[config.mk]
export PLATFORM = sky130hd
export DESIGN_NAME = jitter_smoother
export DESIGN_NICKNAME = d
export VERILOG_FILES = /design/src/rtl/ja_pkg.sv /design/src/rtl/ja_edge_sync.sv /design/src/rtl/ja_elastic_buf.sv /design/src/rtl/ja_rate_div.sv /design/src/rtl/jitter_smoother.sv
export SDC_FILE = /design/constraint.sdc
export NUM_CORES = 1
export LEC_CHECK = 0
export BUFFER_PORTS_ARGS = -buffer_cell sky130_fd_sc_hd__buf_4
export CAP_MARGIN = 30
export CORE_MARGIN = 1
export CORE_UTILIZATION = 50
export DETAILED_ROUTE_END_ITERATION = 6
export PLACE_DENSITY = 0.73
export SKIP_CTS_REPAIR_TIMING = 1
export SYNTH_ARGS = -nofsm -noshare
export SYNTH_HDL_FRONTEND = slang
export SYNTH_HIERARCHICAL = 1
export SYNTH_SLANG_ARGS = --single-unit
[constraint.sdc]
create_clock -name clk -period 4.02 [get_ports clk]
set_clock_uncertainty 0.15 [all_clocks]
set_input_delay 0.603 -clock clk [delete_from_list [all_inputs] [get_ports clk]]
set_output_delay 0.603 -clock clk [all_outputs]
set_load 0.02 [all_outputs]
[src/rtl/ja_pkg.sv]
package ja_pkg;

  // Output bit lengths, in system-clock periods.
  localparam int unsigned SYS_PER_NOM  = 8;
  localparam int unsigned SYS_PER_FAST = SYS_PER_NOM - 1;
  localparam int unsigned SYS_PER_SLOW = SYS_PER_NOM + 1;

  typedef enum logic [1:0] {
    RATE_NOM  = 2'd0,
    RATE_FAST = 2'd1,
    RATE_SLOW = 2'd2
  } rate_e;

  function automatic int unsigned rate_len(input rate_e r);
    case (r)
      RATE_FAST: return SYS_PER_FAST;
      RATE_SLOW: return SYS_PER_SLOW;
      default:   return SYS_PER_NOM;
    endcase
  endfunction

endpackage

[src/rtl/ja_edge_sync.sv]
module ja_edge_sync #(
  parameter int STAGES = 2
) (
  input  logic clk,
  input  logic rst_n,
  input  logic async_clk,
  input  logic async_dat,
  output logic rise,
  output logic dat_sync
);

  logic [STAGES-1:0] clk_pipe;
  logic [STAGES-1:0] dat_pipe;
  logic              clk_hist;

  always_ff @(posedge clk or negedge rst_n) begin
    if (!rst_n) begin
      clk_pipe <= '0;
      dat_pipe <= '0;
      clk_hist <= 1'b0;
    end else begin
      clk_pipe <= {clk_pipe[STAGES-2:0], async_clk};
      dat_pipe <= {dat_pipe[STAGES-2:0], async_dat};
      clk_hist <= clk_pipe[STAGES-1];
    end
  end

  assign rise     = clk_pipe[STAGES-1] & ~clk_hist;
  assign dat_sync = dat_pipe[STAGES-1];

  // a detected edge is never followed at once by another one
  a_r10_single_rise: assert property (@(posedge clk) disable iff (!rst_n)
    rise |=> !rise);

endmodule

[src/rtl/ja_elastic_buf.sv]
module ja_elastic_buf #(
  parameter  int DEPTH_MAX = 128,
  parameter  int DEPTH_MIN = 32,
  localparam int PW        = $clog2(DEPTH_MAX)
) (
  input  logic          clk,
  input  logic          rst_n,
  input  logic          deep_sel,
  input  logic          reinit,
  input  logic          wr_en,
  input  logic          wr_dat,
  input  logic          rd_en,
  output logic          rd_dat,
  output logic [PW-1:0] fill
);

  localparam logic [PW-1:0] MASK_MAX = PW'(DEPTH_MAX - 1);
  localparam logic [PW-1:0] MASK_MIN = PW'(DEPTH_MIN - 1);
  localparam logic [PW-1:0] MID_MAX  = PW'(DEPTH_MAX / 2);
  localparam logic [PW-1:0] MID_MIN  = PW'(DEPTH_MIN / 2);

  logic [DEPTH_MAX-1:0] store_q;
  logic [PW-1:0]        wptr_q, rptr_q;
  logic [PW-1:0]        mask, mid;

  assign mask = deep_sel ? MASK_MAX : MASK_MIN;
  assign mid  = deep_sel ? MID_MAX  : MID_MIN;

  always_ff @(posedge clk or negedge rst_n) begin
    if (!rst_n) begin
      store_q <= '0;
      wptr_q  <= MID_MIN;
      rptr_q  <= '0;
    end else if (reinit) begin
      wptr_q  <= mid;
      rptr_q  <= '0;
    end else begin
      if (wr_en) begin
        store_q[wptr_q] <= wr_dat;
        wptr_q          <= (wptr_q + 1'b1) & mask;
      end
      if (rd_en) begin
        rptr_q <= (rptr_q + 1'b1) & mask;
      end
    end
  end

  assign rd_dat = store_q[rptr_q];
  assign fill   = (wptr_q - rptr_q) & mask;

  // pointers stay inside the selected depth
  a_r1_ptr_in_range: assert property (@(posedge clk) disable iff (!rst_n)
    !reinit |-> (wptr_q <= mask) && (rptr_q <= mask));

  // after a reinit the buffer sits at its centre
  a_r8_recentre: assert property (@(posedge clk) disable iff (!rst_n)
    reinit |=> (reinit || fill == mid));

endmodule

[src/rtl/ja_rate_div.sv]
module ja_rate_div
  import ja_pkg::*;
#(
  parameter  int DEPTH_MAX = 128,
  parameter  int DEPTH_MIN = 32,
  parameter  int LIMIT_MAX = 120,
  parameter  int LIMIT_MIN = 28,
  localparam int PW        = $clog2(DEPTH_MAX)
) (
  input  logic          clk,
  input  logic          rst_n,
  input  logic          deep_sel,
  input  logic          reinit,
  input  logic [PW-1:0] fill,
  input  logic          trip_clr,
  output logic          bit_start,
  output logic          clk_gen,
  output logic          trip
);

  localparam int CW = $clog2(SYS_PER_SLOW + 1);
  localparam int HI_LEN = SYS_PER_NOM / 2;
  localparam logic [PW-1:0] HI_THR_MAX = PW'(DEPTH_MAX / 2 + LIMIT_MAX / 2);
  localparam logic [PW-1:0] LO_THR_MAX = PW'(DEPTH_MAX / 2 - LIMIT_MAX / 2);
  localparam logic [PW-1:0] HI_THR_MIN = PW'(DEPTH_MIN / 2 + LIMIT_MIN / 2);
  localparam logic [PW-1:0] LO_THR_MIN = PW'(DEPTH_MIN / 2 - LIMIT_MIN / 2);

  logic [CW-1:0] cnt_q, cnt_nxt, len_q;
  logic          wrap;
  logic [PW-1:0] hi_thr, lo_thr;
  rate_e         rate_nxt;

  assign hi_thr = deep_sel ? HI_THR_MAX : HI_THR_MIN;
  assign lo_thr = deep_sel ? LO_THR_MAX : LO_THR_MIN;

  always_comb begin
    if (fill > hi_thr)      rate_nxt = RATE_FAST;
    else if (fill < lo_thr) rate_nxt = RATE_SLOW;
    else                    rate_nxt = RATE_NOM;
  end

  assign wrap      = (cnt_q == len_q - 1'b1);
  assign cnt_nxt   = wrap ? '0 : cnt_q + 1'b1;
  assign bit_start = wrap && !reinit;

  always_ff @(posedge clk or negedge rst_n) begin
    if (!rst_n) begin
      cnt_q   <= CW'(SYS_PER_NOM - 1);
      len_q   <= CW'(SYS_PER_NOM);
      clk_gen <= 1'b0;
    end else if (reinit) begin
      cnt_q   <= CW'(SYS_PER_NOM - 1);
      len_q   <= CW'(SYS_PER_NOM);
      clk_gen <= 1'b0;
    end else begin
      cnt_q   <= cnt_nxt;
      clk_gen <= (cnt_nxt < CW'(HI_LEN));
      if (wrap) len_q <= CW'(rate_len(rate_nxt));
    end
  end

  always_ff @(posedge clk or negedge rst_n) begin
    if (!rst_n)                                 trip <= 1'b0;
    else if (bit_start && rate_nxt != RATE_NOM) trip <= 1'b1;
    else if (trip_clr)                          trip <= 1'b0;
  end

  // the flag holds until cleared
  a_r5_trip_sticky: assert property (@(posedge clk) disable iff (!rst_n)
    (trip && !trip_clr) |=> trip);

  // only the three legal bit lengths occur
  a_r2_len_legal: assert property (@(posedge clk) disable iff (!rst_n)
    len_q == CW'(SYS_PER_NOM) || len_q == CW'(SYS_PER_FAST) ||
    len_q == CW'(SYS_PER_SLOW));

  // a shortened bit sets the flag
  a_r3_fast_trips: assert property (@(posedge clk) disable iff (!rst_n)
    (len_q == CW'(SYS_PER_FAST)) |-> trip || $past(trip_clr));

endmodule

[src/rtl/jitter_smoother.sv]
module jitter_smoother #(
  parameter int DEPTH_MAX = 128,
  parameter int DEPTH_MIN = 32,
  parameter int LIMIT_MAX = 120,
  parameter int LIMIT_MIN = 28,
  parameter int SYNC_STAGES = 2
) (
  input  logic clk,
  input  logic rst_n,
  input  logic deep_sel,
  input  logic bypass,
  input  logic path_sel_in,
  input  logic trip_clr,
  input  logic line_clk_in,
  input  logic line_dat_in,
  output logic smooth_clk_out,
  output logic smooth_dat_out,
  output logic trip_flag,
  output logic path_sel_out
);

  localparam int PW = $clog2(DEPTH_MAX);

  logic          depth_q, reinit;
  logic          wr_en, wr_dat, rd_en, rd_dat, clk_gen, dat_q;
  logic [PW-1:0] fill;

  always_ff @(posedge clk or negedge rst_n) begin
    if (!rst_n) depth_q <= 1'b0;
    else        depth_q <= deep_sel;
  end
  assign reinit = (deep_sel != depth_q);

  ja_edge_sync #(.STAGES(SYNC_STAGES)) sync_i (
    .clk(clk), .rst_n(rst_n), .async_clk(line_clk_in), .async_dat(line_dat_in),
    .rise(wr_en), .dat_sync(wr_dat)
  );

  ja_elastic_buf #(.DEPTH_MAX(DEPTH_MAX), .DEPTH_MIN(DEPTH_MIN)) buf_i (
    .clk(clk), .rst_n(rst_n), .deep_sel(deep_sel), .reinit(reinit),
    .wr_en(wr_en), .wr_dat(wr_dat), .rd_en(rd_en), .rd_dat(rd_dat), .fill(fill)
  );

  ja_rate_div #(.DEPTH_MAX(DEPTH_MAX), .DEPTH_MIN(DEPTH_MIN),
                .LIMIT_MAX(LIMIT_MAX), .LIMIT_MIN(LIMIT_MIN)) div_i (
    .clk(clk), .rst_n(rst_n), .deep_sel(deep_sel), .reinit(reinit), .fill(fill),
    .trip_clr(trip_clr), .bit_start(rd_en), .clk_gen(clk_gen), .trip(trip_flag)
  );

  always_ff @(posedge clk or negedge rst_n) begin
    if (!rst_n)     dat_q <= 1'b0;
    else if (rd_en) dat_q <= rd_dat;
  end

  assign smooth_clk_out = bypass ? line_clk_in : clk_gen;
  assign smooth_dat_out = bypass ? line_dat_in : dat_q;
  assign path_sel_out   = path_sel_in;

  // data moves only with the generated clock rise
  a_r9_data_on_rise: assert property (@(posedge clk) disable iff (!rst_n)
    !$rose(clk_gen) |-> $stable(dat_q));

endmodule

==> impl_results.html <==
<table>
<tr><th>Metric</th><th>Value</th></tr>
<tr><th colspan="2">Drt</th></tr>
<tr><td>Vias per inst</td><td>6.01</td></tr>
<tr><td>Final wirelength</td><td>20600 um</td></tr>
<tr><td>Iter 0 DRT Violations</td><td>534</td></tr>
<tr><td>Drt drc</td><td>0</td></tr>
<tr><td>Number of detailed-routing iterations run before antenna repair</td><td>4</td></tr>
<tr><td>Routed wire length per instance</td><td>20.5 um</td></tr>
<tr><td>Vias</td><td>6027</td></tr>
<tr><td>Remaining antenna violation count after routing</td><td>0</td></tr>
<tr><th colspan="2">Final layout</th></tr>
<tr><td>Number of inserted diodes</td><td>0</td></tr>
<tr><td>Final core utilization</td><td>56.4%</td></tr>
<tr><td>Share of cells above drive strength 1</td><td>28.3%</td></tr>
<tr><td>Layout overhead on the synthesized area</td><td>8.81%</td></tr>
<tr><td>Post-layout nets</td><td>793</td></tr>
<tr><th colspan="2">GRT</th></tr>
<tr><td>Total congestion overflow</td><td>0</td></tr>
<tr><td>Maximum number of pins on one net before global-route repair</td><td>111</td></tr>
<tr><td>Number of antenna violations at the first check in global routing</td><td>0</td></tr>
<tr><td>Vias in the first global route</td><td>6257</td></tr>
<tr><td>Global-route usage over all layers</td><td>24.7%</td></tr>
<tr><td>Global-route wire length before repair</td><td>33900 um</td></tr>
<tr><th colspan="2">Clock network</th></tr>
<tr><td>Clk Tree Root Cell</td><td>sky130_fd_sc_hd__clkbuf_16</td></tr>
<tr><td>Number of clock sinks</td><td>158</td></tr>
<tr><td>H-tree levels</td><td>4</td></tr>
<tr><td>Clock buffer count from CTS</td><td>17</td></tr>
<tr><td>Worst-Skew Late Latency</td><td>0.44 ns</td></tr>
<tr><td>Max Buffers Root-to-Sink</td><td>2</td></tr>
<tr><td>CTS tree</td><td>done</td></tr>
<tr><td>Clock edge transition at the registers on the reported setup and hold paths</td><td>0.06 ns</td></tr>
<tr><th colspan="2">Synthesis</th></tr>
<tr><td>Syn Nets</td><td>806</td></tr>
<tr><td>Cell type with the largest total area after synthesis</td><td>sky130_fd_sc_hd__dfrtp_1</td></tr>
<tr><td>Most frequently used flop master after synthesis</td><td>sky130_fd_sc_hd__dfrtp_1</td></tr>
<tr><td>Post-synthesis sequential element count</td><td>158</td></tr>
<tr><td>Async set-or-reset flop fraction in the synthesized netlist</td><td>100%</td></tr>
<tr><td>Synth Cell Area</td><td>8720 um^2</td></tr>
<tr><td>Instance count of the mapped netlist</td><td>782</td></tr>
<tr><td>Number of distinct library cells after synthesis</td><td>64</td></tr>
<tr><td>Synth top area share</td><td>43.9%</td></tr>
<tr><td>Share of synthesized area occupied by flip-flops and latches</td><td>45.4%</td></tr>
<tr><td>Cell types with the largest area share after synthesis</td><td>sky130_fd_sc_hd__dfrtp_1, sky130_fd_sc_hd__mux2_2, sky130_fd_sc_hd__mux4_2</td></tr>
<tr><td>Yosys synthesis warning count</td><td>6</td></tr>
<tr><td>Count of flip-flops with a built-in enable after synthesis</td><td>0</td></tr>
<tr><td>Post-synthesis area per instance</td><td>11.2 um^2</td></tr>
<tr><th colspan="2">STA</th></tr>
<tr><td>Maximum achievable frequency</td><td>0.278 GHz</td></tr>
<tr><td>Setup TNS</td><td>0 ns</td></tr>
<tr><td>Final Cycle Share</td><td>89.4%</td></tr>
<tr><td>Shortest clock period the worst path allows after layout</td><td>3.59 ns</td></tr>
<tr><td>Final hold violation count</td><td>0</td></tr>
<tr><td>Count of pins over their slew limit</td><td>0</td></tr>
<tr><td>Rel. slew slack</td><td>35.2%</td></tr>
<tr><td>Transition time at the pin with the least slew margin</td><td>0.969 ns</td></tr>
<tr><td>RSZ-0062 raised after global routing</td><td>no</td></tr>
<tr><td>Final setup violation count</td><td>0</td></tr>
<tr><th colspan="2">Min path</th></tr>
<tr><td>Hold WC Path Type</td><td>in -&gt; reg</td></tr>
<tr><th colspan="2">Power and ir drop</th></tr>
<tr><td>Share of total power in the clock network</td><td>38.8%</td></tr>
<tr><td>Maximum vdd drop</td><td>0.377 mV</td></tr>
<tr><td>Leakage Power</td><td>4.19 nW</td></tr>
<tr><td>Logic pwr share</td><td>20.3%</td></tr>
<tr><td>Total power consumption of the routed design</td><td>4.31 mW</td></tr>
<tr><td>Sequential Power Share</td><td>40.9%</td></tr>
<tr><td>Switching power as a share of total power</td><td>29.4%</td></tr>
<tr><td>Net Switching</td><td>1.27 mW</td></tr>
<tr><td>Internal power</td><td>3.04 mW</td></tr>
<tr><td>Power density normalized to cell area</td><td>454 nW/um^2</td></tr>
<tr><th colspan="2">Die</th></tr>
<tr><td>Effective utilization at floorplan</td><td>51.9%</td></tr>
<tr><td>Die Ht</td><td>134 um</td></tr>
<tr><td>Die X-Extent</td><td>134 um</td></tr>
<tr><td>Full die area</td><td>18000 um^2</td></tr>
<tr><td>Core ar.</td><td>16800 um^2</td></tr>
<tr><td>Number of rows created at floorplan</td><td>47</td></tr>
<tr><td>Ports</td><td>12</td></tr>
<tr><th colspan="2">Critical path</th></tr>
<tr><td>Required time worst endpoint</td><td>4.18 ns</td></tr>
<tr><td>Type of element capturing the critical path</td><td>flip-flop</td></tr>
<tr><td>Startpoint kind of the worst setup timing path</td><td>flip-flop</td></tr>
<tr><td>Kind of critical path</td><td>reg -&gt; reg</td></tr>
<tr><td>Arrival time of the worst setup path</td><td>3.76 ns</td></tr>
<tr><td>Largest fanout of any net on the critical path</td><td>3</td></tr>
<tr><th colspan="2">Placed design</th></tr>
<tr><td>Buffers added on ports</td><td>9</td></tr>
<tr><td>HPWL reported at the end of detailed placement</td><td>13000 um</td></tr>
<tr><td>Placer congestion estimate</td><td>0.887</td></tr>
<tr><th colspan="2">Outcome</th></tr>
<tr><td>Run status</td><td>completed</td></tr>
<tr><th colspan="2">Job</th></tr>
<tr><td>Number of max-cap violations</td><td>0</td></tr>
</table>
[registers in the layout, summed over array words and instances, names as in the netlist, 2 cells and up]
name and cells:
buf_i/rptr_q 7, sync_i/clk_pipe 2, buf_i/wptr_q 7, sync_i/dat_pipe 2
buf_i/store_q 128, div_i/cnt_q 4, div_i/len_q 3
[through the flow]
step	cell area, um^2	std cells	hold slack [ns]	setup WS (ns)
2_1_floorplan	8720	782	0.157	0.487
3_3_place_gp	8850	968	0.184	0.603
3_5_place_dp	8850	968	0.186	0.471
4_1_cts	9450	1000	0.113	0.439
5_1_grt	9490	1002	0.120	0.208
6_report	9490	1002	0.126	0.426
[worst max-delay path, stage by stage (launching register included)]
cell and delay [ns]:
sky130_fd_sc_hd__dfrtp_1 0.37, sky130_fd_sc_hd__inv_1 0.09, sky130_fd_sc_hd__ha_1 0.19, sky130_fd_sc_hd__inv_1 0.06, sky130_fd_sc_hd__fa_1 0.41, sky130_fd_sc_hd__a21o_1 0.19, sky130_fd_sc_hd__a21oi_1 0.22, sky130_fd_sc_hd__o21ai_0 0.11
sky130_fd_sc_hd__a21oi_1 0.19, sky130_fd_sc_hd__xnor2_1 0.14, sky130_fd_sc_hd__nor2_1 0.07, sky130_fd_sc_hd__ha_1 0.29, sky130_fd_sc_hd__nand3_1 0.10, sky130_fd_sc_hd__or4b_1 0.54, sky130_fd_sc_hd__a211oi_2 0.28, sky130_fd_sc_hd__a211oi_2 0.07
[cells in the mapped netlist (all sizes together), types with 2 or more instances]
library cell  instances
nand3b                6
nand4                 8
a211oi                3
mux4                 23
a21oi                13
a31oi                 5
dfrtp               153
a21boi                2
nor2                 91
xnor2                 9
a22oi                 5
xor2                 10
and2                  2
mux2i                26
ha                   15
clkbuf               25
dfstp                 5
nand3                22
o21ai                 7
and3                  2
buf                  30
nor3                 21
nor3b                 3
nor4                  4
nand2b                8
a21o                  5
nand2               102
inv                  18
nor2b                12
mux2                131
[metal layers]
layer | GRT usage (%) | wire (um)
met2 | 39.8 | 10200
met1 | 32.9 | 8780
met4 | 8.36 | 470
met5 | 0 | 0
met3 | 5.67 | 1120
[final timing paths]
| path | end | slack (ns) | start | cells after the start |
|---|---|---|---|---|
| worst min-delay path | sync_i/clk_pipe[0] | 0.13 | line_clk_in | 1 |
| worst max register to register | div_i/len_q[0] | 0.43 | buf_i/wptr_q[0] | 15 |
| worst max-delay path | div_i/len_q[0] | 0.43 | buf_i/wptr_q[0] | 15 |
| min in group asynchronous | buf_i/store_q[66] | 0.40 | rst_n | 2 |
| max in group asynchronous | buf_i/wptr_q[4] | 2.58 | rst_n | 3 |
| worst min register to register | sync_i/dat_pipe[1] | 0.20 | sync_i/dat_pipe[0] | 0 |
[cells by family after synthesis]
kind of cell	share of synthesized area, %
AND/OR/NAND/NOR	15.4
AO/OA/AOI/OAI	3.70
XOR/XNOR	2.17
multiplexers	26.5
flip-flops	45.4
buffers and inverters	4.45
adder cells (fa/ha/maj)	2.38
[cell usage in the layout, fill, tap and decap left out, types with 9 or more instances in the layout]
master	instances
sky130_fd_sc_hd__dfrtp_1	151
sky130_fd_sc_hd__mux2_2	118
sky130_fd_sc_hd__nand2_1	102
sky130_fd_sc_hd__nor2_1	90
sky130_fd_sc_hd__mux2i_1	26
sky130_fd_sc_hd__nand3_1	22
sky130_fd_sc_hd__buf_4	20
sky130_fd_sc_hd__nor3_1	18
sky130_fd_sc_hd__mux4_2	18
sky130_fd_sc_hd__inv_1	17
sky130_fd_sc_hd__clkbuf_16	17
sky130_fd_sc_hd__ha_1	15
sky130_fd_sc_hd__a21oi_1	13
sky130_fd_sc_hd__nor2b_1	10
sky130_fd_sc_hd__mux2_4	10
sky130_fd_sc_hd__xnor2_1	9
sky130_fd_sc_hd__xor2_1	9
[layout make-up]
| class | instances | area (um^2) |
|---|---|---|
| fillers | 1391 | 7330 |
| inverters | 19 | 71.3 |
| multi-input cells | 550 | 4380 |
| repair buffers | 23 | 199 |
| clock inverters | 12 | 164 |
| well taps | 220 | 275 |
| flip-flops and latches | 158 | 3960 |
| clock buffers | 20 | 437 |
[power groups by stage]
stage	sequential, mW	clock (mW)	combinational, mW
finish	1.76	1.67	0.875
CTS	1.76	1.68	0.878
global route	1.77	1.75	0.967
global placement	1.78	0	0.839
floorplan	1.76	0	0.726
detailed placement	1.79	0	0.869
(Power assumes the default switching activity.)
